File: src/rtl/uart_rxdma_pkg.sv
package uart_rxdma_pkg;
  localparam int REG_W = 32;
  localparam int NERR  = 4;
  localparam int SW    = 2 + NERR;

  localparam logic [2:0] OFS_BASE = 3'd0;
  localparam logic [2:0] OFS_SIZE = 3'd1;
  localparam logic [2:0] OFS_CTRL = 3'd2;
  localparam logic [2:0] OFS_IEN  = 3'd3;
  localparam logic [2:0] OFS_STAT = 3'd4;
  localparam logic [2:0] OFS_CUR  = 3'd5;

  typedef enum logic [1:0] {ST_IDLE, ST_RUN, ST_DRAIN} xfer_state_e;

  // One-cycle event from the transfer engine to the status register
  typedef struct packed {
    logic [NERR-1:0] kind;
    logic            err;
    logic            done;
  } evt_t;
endpackage

File: src/rtl/uart_rxdma_ctrl.sv
module uart_rxdma_ctrl
  import uart_rxdma_pkg::*;
#(
  parameter int AW = 32,
  parameter int CW = 16,
  parameter int DW = 8
) (
  input  logic            clk,
  input  logic            rst,
  input  logic            start,
  input  logic            abort,
  input  logic [AW-1:0]   base,
  input  logic [CW-1:0]   size,
  input  logic            rx_valid,
  input  logic [DW-1:0]   rx_data,
  input  logic [NERR-1:0] rx_err,
  output logic            rx_ready,
  output logic            mem_valid,
  output logic [AW-1:0]   mem_addr,
  output logic [DW-1:0]   mem_data,
  input  logic            mem_ready,
  output logic            busy,
  output logic [AW-1:0]   cur_addr,
  output evt_t            evt
);
  xfer_state_e   st;
  logic [AW-1:0] cur;
  logic [CW-1:0] left;
  logic          mv;
  logic [AW-1:0] ma;
  logic [DW-1:0] md;
  evt_t          ev;
  logic          accept, take, last;

  assign accept   = mv && mem_ready;
  assign rx_ready = (st == ST_RUN) && !mv && !abort;
  assign take     = rx_valid && rx_ready;
  assign last     = (left == CW'(1));

  always_ff @(posedge clk) begin
    if (rst) begin
      st   <= ST_IDLE;
      cur  <= '0;
      left <= '0;
      mv   <= 1'b0;
      ma   <= '0;
      md   <= '0;
      ev   <= '0;
    end else begin
      ev <= '0;
      if (accept) begin
        mv   <= 1'b0;
        cur  <= cur + AW'(1);
        left <= left - CW'(1);
      end
      unique case (st)
        ST_IDLE: begin
          if (start) begin
            cur  <= base;
            left <= size;
            if (size == '0) ev.done <= 1'b1;
            else            st      <= ST_RUN;
          end
        end
        ST_RUN: begin
          if (accept && last) begin
            ev.done <= 1'b1;
            st      <= ST_IDLE;
          end else if (abort) begin
            st <= (mv && !accept) ? ST_DRAIN : ST_IDLE;
          end else if (take) begin
            if (|rx_err) begin
              ev.err  <= 1'b1;
              ev.kind <= rx_err;
              st      <= ST_IDLE;
            end else begin
              mv <= 1'b1;
              ma <= cur;
              md <= rx_data;
            end
          end
        end
        ST_DRAIN: begin
          if (accept) st <= ST_IDLE;
        end
        default: st <= ST_IDLE;
      endcase
    end
  end

  assign mem_valid = mv;
  assign mem_addr  = ma;
  assign mem_data  = md;
  assign busy      = (st != ST_IDLE);
  assign cur_addr  = cur;
  assign evt       = ev;
endmodule

File: src/rtl/uart_rxdma_regs.sv
module uart_rxdma_regs
  import uart_rxdma_pkg::*;
#(
  parameter int AW         = 32,
  parameter int CW         = 16,
  parameter int ALIGN_BITS = 4
) (
  input  logic             clk,
  input  logic             rst,
  input  logic             reg_we,
  input  logic [2:0]       reg_addr,
  input  logic [REG_W-1:0] reg_wdata,
  output logic [REG_W-1:0] reg_rdata,
  output logic             irq,
  input  logic             busy,
  input  logic [AW-1:0]    cur_addr,
  input  evt_t             evt,
  output logic             start,
  output logic             abort,
  output logic [AW-1:0]    base,
  output logic [CW-1:0]    size
);
  logic [AW-1:0]    base_q;
  logic [CW-1:0]    size_q;
  logic [1:0]       ien_q;
  logic [SW-1:0]    stat_q;
  logic [SW-1:0]    clr_mask, set_mask;
  logic [REG_W-1:0] rd_mux;
  logic             ctrl_wr, aligned;

  assign ctrl_wr  = reg_we && (reg_addr == OFS_CTRL);
  assign aligned  = (base_q[ALIGN_BITS-1:0] == '0);
  assign start    = ctrl_wr && reg_wdata[0] && !busy && aligned;
  assign abort    = ctrl_wr && !reg_wdata[0] && busy;
  assign clr_mask = (reg_we && reg_addr == OFS_STAT) ? reg_wdata[SW-1:0] : '0;
  assign set_mask = evt;

  always_comb begin
    unique case (reg_addr)
      OFS_BASE: rd_mux = REG_W'(base_q);
      OFS_SIZE: rd_mux = REG_W'(size_q);
      OFS_CTRL: rd_mux = REG_W'(busy);
      OFS_IEN:  rd_mux = REG_W'(ien_q);
      OFS_STAT: rd_mux = REG_W'(stat_q);
      OFS_CUR:  rd_mux = REG_W'(cur_addr);
      default:  rd_mux = '0;
    endcase
  end

  always_ff @(posedge clk) begin
    if (rst) begin
      base_q    <= '0;
      size_q    <= '0;
      ien_q     <= '0;
      stat_q    <= '0;
      irq       <= 1'b0;
      reg_rdata <= '0;
    end else begin
      if (reg_we) begin
        unique case (reg_addr)
          OFS_BASE: base_q <= reg_wdata[AW-1:0];
          OFS_SIZE: size_q <= reg_wdata[CW-1:0];
          OFS_IEN:  ien_q  <= reg_wdata[1:0];
          default: ;
        endcase
      end
      // a new event wins over a clear in the same cycle
      stat_q    <= (stat_q & ~clr_mask) | set_mask;
      irq       <= |(stat_q[1:0] & ien_q);
      reg_rdata <= rd_mux;
    end
  end

  assign base = base_q;
  assign size = size_q;
endmodule

File: src/rtl/uart_rxdma.sv
module uart_rxdma
  import uart_rxdma_pkg::*;
#(
  parameter int AW         = 32,
  parameter int CW         = 16,
  parameter int ALIGN_BITS = 4
) (
  input  logic             clk,
  input  logic             rst,
  input  logic             reg_we,
  input  logic [2:0]       reg_addr,
  input  logic [REG_W-1:0] reg_wdata,
  output logic [REG_W-1:0] reg_rdata,
  output logic             irq,
  input  logic             rx_valid,
  input  logic [7:0]       rx_data,
  input  logic [NERR-1:0]  rx_err,
  output logic             rx_ready,
  output logic             mem_valid,
  output logic [AW-1:0]    mem_addr,
  output logic [7:0]       mem_data,
  input  logic             mem_ready
);
  logic          start, abort, busy;
  logic [AW-1:0] base, cur_addr;
  logic [CW-1:0] size;
  evt_t          evt;

  uart_rxdma_regs #(.AW(AW), .CW(CW), .ALIGN_BITS(ALIGN_BITS)) u_regs (
    .clk(clk), .rst(rst), .reg_we(reg_we), .reg_addr(reg_addr),
    .reg_wdata(reg_wdata), .reg_rdata(reg_rdata), .irq(irq),
    .busy(busy), .cur_addr(cur_addr), .evt(evt),
    .start(start), .abort(abort), .base(base), .size(size)
  );

  uart_rxdma_ctrl #(.AW(AW), .CW(CW), .DW(8)) u_ctrl (
    .clk(clk), .rst(rst), .start(start), .abort(abort),
    .base(base), .size(size),
    .rx_valid(rx_valid), .rx_data(rx_data), .rx_err(rx_err), .rx_ready(rx_ready),
    .mem_valid(mem_valid), .mem_addr(mem_addr), .mem_data(mem_data), .mem_ready(mem_ready),
    .busy(busy), .cur_addr(cur_addr), .evt(evt)
  );
endmodule

File: config.mk
export PLATFORM = sky130hd
export DESIGN_NAME = uart_rxdma
export DESIGN_NICKNAME = d
export VERILOG_FILES = /design/src/rtl/uart_rxdma_pkg.sv /design/src/rtl/uart_rxdma_ctrl.sv /design/src/rtl/uart_rxdma_regs.sv /design/src/rtl/uart_rxdma.sv
export SDC_FILE = /design/constraint.sdc
export NUM_CORES = 1
export LEC_CHECK = 0
export BUFFER_PORTS_ARGS = -buffer_cell sky130_fd_sc_hd__buf_2
export CELL_PAD_IN_SITES_DETAIL_PLACEMENT = 0
export CELL_PAD_IN_SITES_GLOBAL_PLACEMENT = 2
export CORE_ASPECT_RATIO = 2
export CORE_MARGIN = 4
export CORE_UTILIZATION = 30
export DETAILED_ROUTE_END_ITERATION = 8
export PLACE_DENSITY = 0.71
export SYNTH_ARGS = -nofsm -noshare
export SYNTH_HDL_FRONTEND = slang
export SYNTH_SLANG_ARGS = --single-unit
File: constraint.sdc
create_clock -name clk -period 6.1 [get_ports clk]
set_clock_uncertainty 0.1 [all_clocks]
set_input_delay 0.305 -clock clk [delete_from_list [all_inputs] [get_ports clk]]
set_output_delay 0.305 -clock clk [all_outputs]
set_load 0.02 [all_outputs]
==> qor.yml <==
status: "finished clean"
synth.avg_cell_area_sq_um: 8.28
final_common_cell: "nand2_1"
grt_pass1_vias: 6672
fp.dieH_um: 233
min_path_type: "primary input to register"
dieArea_sq_um: 28100
drt_first_pass_iters: 5
drc: 0
hold_end: "u_regs.base[10]"
worstPathArrival_ps: 2730
layout-drive-gt1-share_pct: 17.7
cp_common_cell: "or4_4"
fin_setup_tns_ps: 0
antenna_cells: 0
finalWirelength_um: 24900
antenna_left: 0
netlist_instances: 917
worst_setup_path_end_kind: "register"
coreArea_sq_um: 25000
antenna_found_initial: 0
grt_max_degree: 83
p_leak_nw: 3.56
syn_nets: 972
crit_family: "simple AND/OR/NAND/NOR gates"
relSlewSlack_pct: 27.1
fin_crit_sh_pct: 41.5
ios: 127
cp_max_fo: 6
setup_viol: 0
ys_seq_elements: 186
clk_latency_ps: 450
groute.usage.overall_pct: 18.0
min_from: "reg_wdata[10]"
slowest_stage: "or4_4"
io_buffers: 126
worst_pin_slew_ps: 1090
cts_resized: 0
place.gp.congestion: 0.804
rsz0062_at_grt: "no"
holdPathStages: 3
dr_total_vias: 6732
fp.dieW_um: 120
synth.distinct_cells: 46
crit_chain: "or4_4 -> or4_1 -> or4_4 -> a21oi_1 -> a211oi_1"
critPathKind: "register to register"
r2r-start: "u_ctrl.left[5]"
finalCriticalPeriod_ps: 2530
required_ps: 6300
initial_core_util_pct: 30.3
root_buffer: "clkbuf_16"
hold_viol_final: 0
cts-buffers-inserted: 17
rows: 82
grt_pass1_wl_um: 38200
fmax_ghz: 0.395
ys_warn_count: 0
ir_drop_mv: 0.159
syn2layout_area_growth_pct: 25.2
post-route-util_pct: 38.0
worstReg2RegEnd: "u_ctrl.st[0]"
drt_iter0_markers: 398
cts_sinks: 186
rrSetupSlack_ps: 3570
htreeDepth: 4
drt-wirelength-per-cell_um: 17.9
critPathLaunchType: "register"
synth-seq-area-share_pct: 49.0
final_cell_mix: "200 x nand2_1, 186 x dfxtp_1, 125 x buf_2"
grt_overflow: 0
finalMaxSlewViolations: 0
cts_tree: "built"
cpPeakStageDelay_ps: 590
path_buf_inv: 0
cts_buffer_depth: 2
p_per_area_nw_per_um2: 282
worst_hold_slack_ps: 14.1
syn_area_sq_um: 7590
nets: 1098
dp_hpwl_um: 17600
post_drt_via_cell_ratio: 4.84
ff2ff_path_depth: 5
p_total_mw: 2.68
clk_pin_slew_ps: 70
maxCapViolCount: 0
post_cts_buffers: 0
hold_buffers: 33
tightest hold or removal path, delay by kind of cell:
kind | cells | cell delay (ps)
simple gates | 1 | 50
buf+inv | 1 | 120
compound gates | 1 | 50
flip-flops by register name (all words and copies together) (netlist names):
name,flops
u_regs.stat_q,6
u_ctrl.left,16
u_regs.base,32
u_ctrl.st,2
u_ctrl.mem_data,8
u_regs.reg_rdata,32
u_ctrl.evt,6
u_regs.size,16
u_ctrl.mem_valid,1
u_regs.irq,1
u_ctrl.cur_addr,32
u_ctrl.mem_addr,32
u_regs.ien_q,2
layer usage:
| metal | part of all wire (%) | GRT usage, % | vias to the layer above |
|---|---|---|---|
| met3 | 3.6 | 3.26 | 28 |
| met5 | 0 | 0 | - |
| li1 | - | - | 3383 |
| met1 | 37 | 18.1 | 3200 |
| met2 | 58 | 36.1 | 121 |
| met4 | 1.8 | 5.96 | 0 |
cell families after synthesis:
family | count (synthesis) | share of synthesized area (%)
AND/OR/NAND/NOR | 413 | 24.0
XOR/XNOR | 45 | 5.19
buffers and inverters | 72 | 3.84
flip-flops | 186 | 49.0
adder cells (fa/ha/maj) | 3 | 0.494
multiplexers | 19 | 3.35
AO/OA/AOI/OAI | 179 | 14.1
stage by stage:
step	instances	cell area, sq um	worst slack, ps
floorplan	917	7590	3750
global placement	1327	8480	3340
detailed placement	1327	8480	3270
CTS	1392	9500	3550
global route	1392	9500	3350
finish	1392	9500	3570
area by class of cell:
type,count,area [sq um]
Multi-Input combinational cell,659,3590
Tap cell,336,420
Inverter,11,41.3
Timing Repair Buffer,168,1030
Clock inverter,11,214
Sequential cell,186,3720
Fill cell,2731,15500
Clock buffer,21,480
synth_stat cells, drive strengths merged:
cell type	n	area share, %
nand3	11	0.73
mux4	5	1.5
o311ai	1	0.12
nand2b	3	0.25
nand4	11	0.91
and4	6	0.69
a22oi	18	1.8
nand4bb	1	0.15
a21oi	109	7.2
nor3b	3	0.30
a32oi	1	0.12
a211oi	43	4.3
nor3	26	1.8
o41ai	1	0.12
mux2	1	0.15
and3	4	0.33
ha	3	0.49
or4	6	0.73
or3	4	0.35
nor4	11	0.91
nand2	200	9.9
clkbuf	57	3.1
o22a	1	0.12
a31oi	1	0.082
xnor2	35	4.0
nor4b	1	0.12
o21ai	2	0.13
o211ai	1	0.099
or2b	1	0.12
buf	4	0.21
nor2	107	5.3
inv	11	0.54
or2	3	0.25
xor2	10	1.2
nor2b	8	0.66
and2	7	0.58
mux2i	13	1.7
o21a	1	0.099
dfxtp	186	49
power by group:
part           switching, mW  internal [mW]  total [mW]
combinational         0.0784         0.0531       0.132
sequential            0.0188           1.23        1.25
clock                  0.488          0.811        1.30
how the worst max path moves through the flow:
stage,start,slack [ps],cells past startpoint,end
2_1_floorplan,u_ctrl.left[5],3750,6,u_ctrl.evt[0]
3_3_place_gp,reg_addr[0],3340,7,u_regs.base[18]
3_5_place_dp,reg_addr[0],3270,7,u_regs.base[12]
4_1_cts,u_ctrl.left[5],3550,5,u_ctrl.st[0]
5_1_grt,u_ctrl.cur_addr[2],3350,5,u_ctrl.cur_addr[20]
6_report,u_ctrl.left[5],3570,5,u_ctrl.st[0]
No activity file was read; power rests on OpenSTA's default activity.
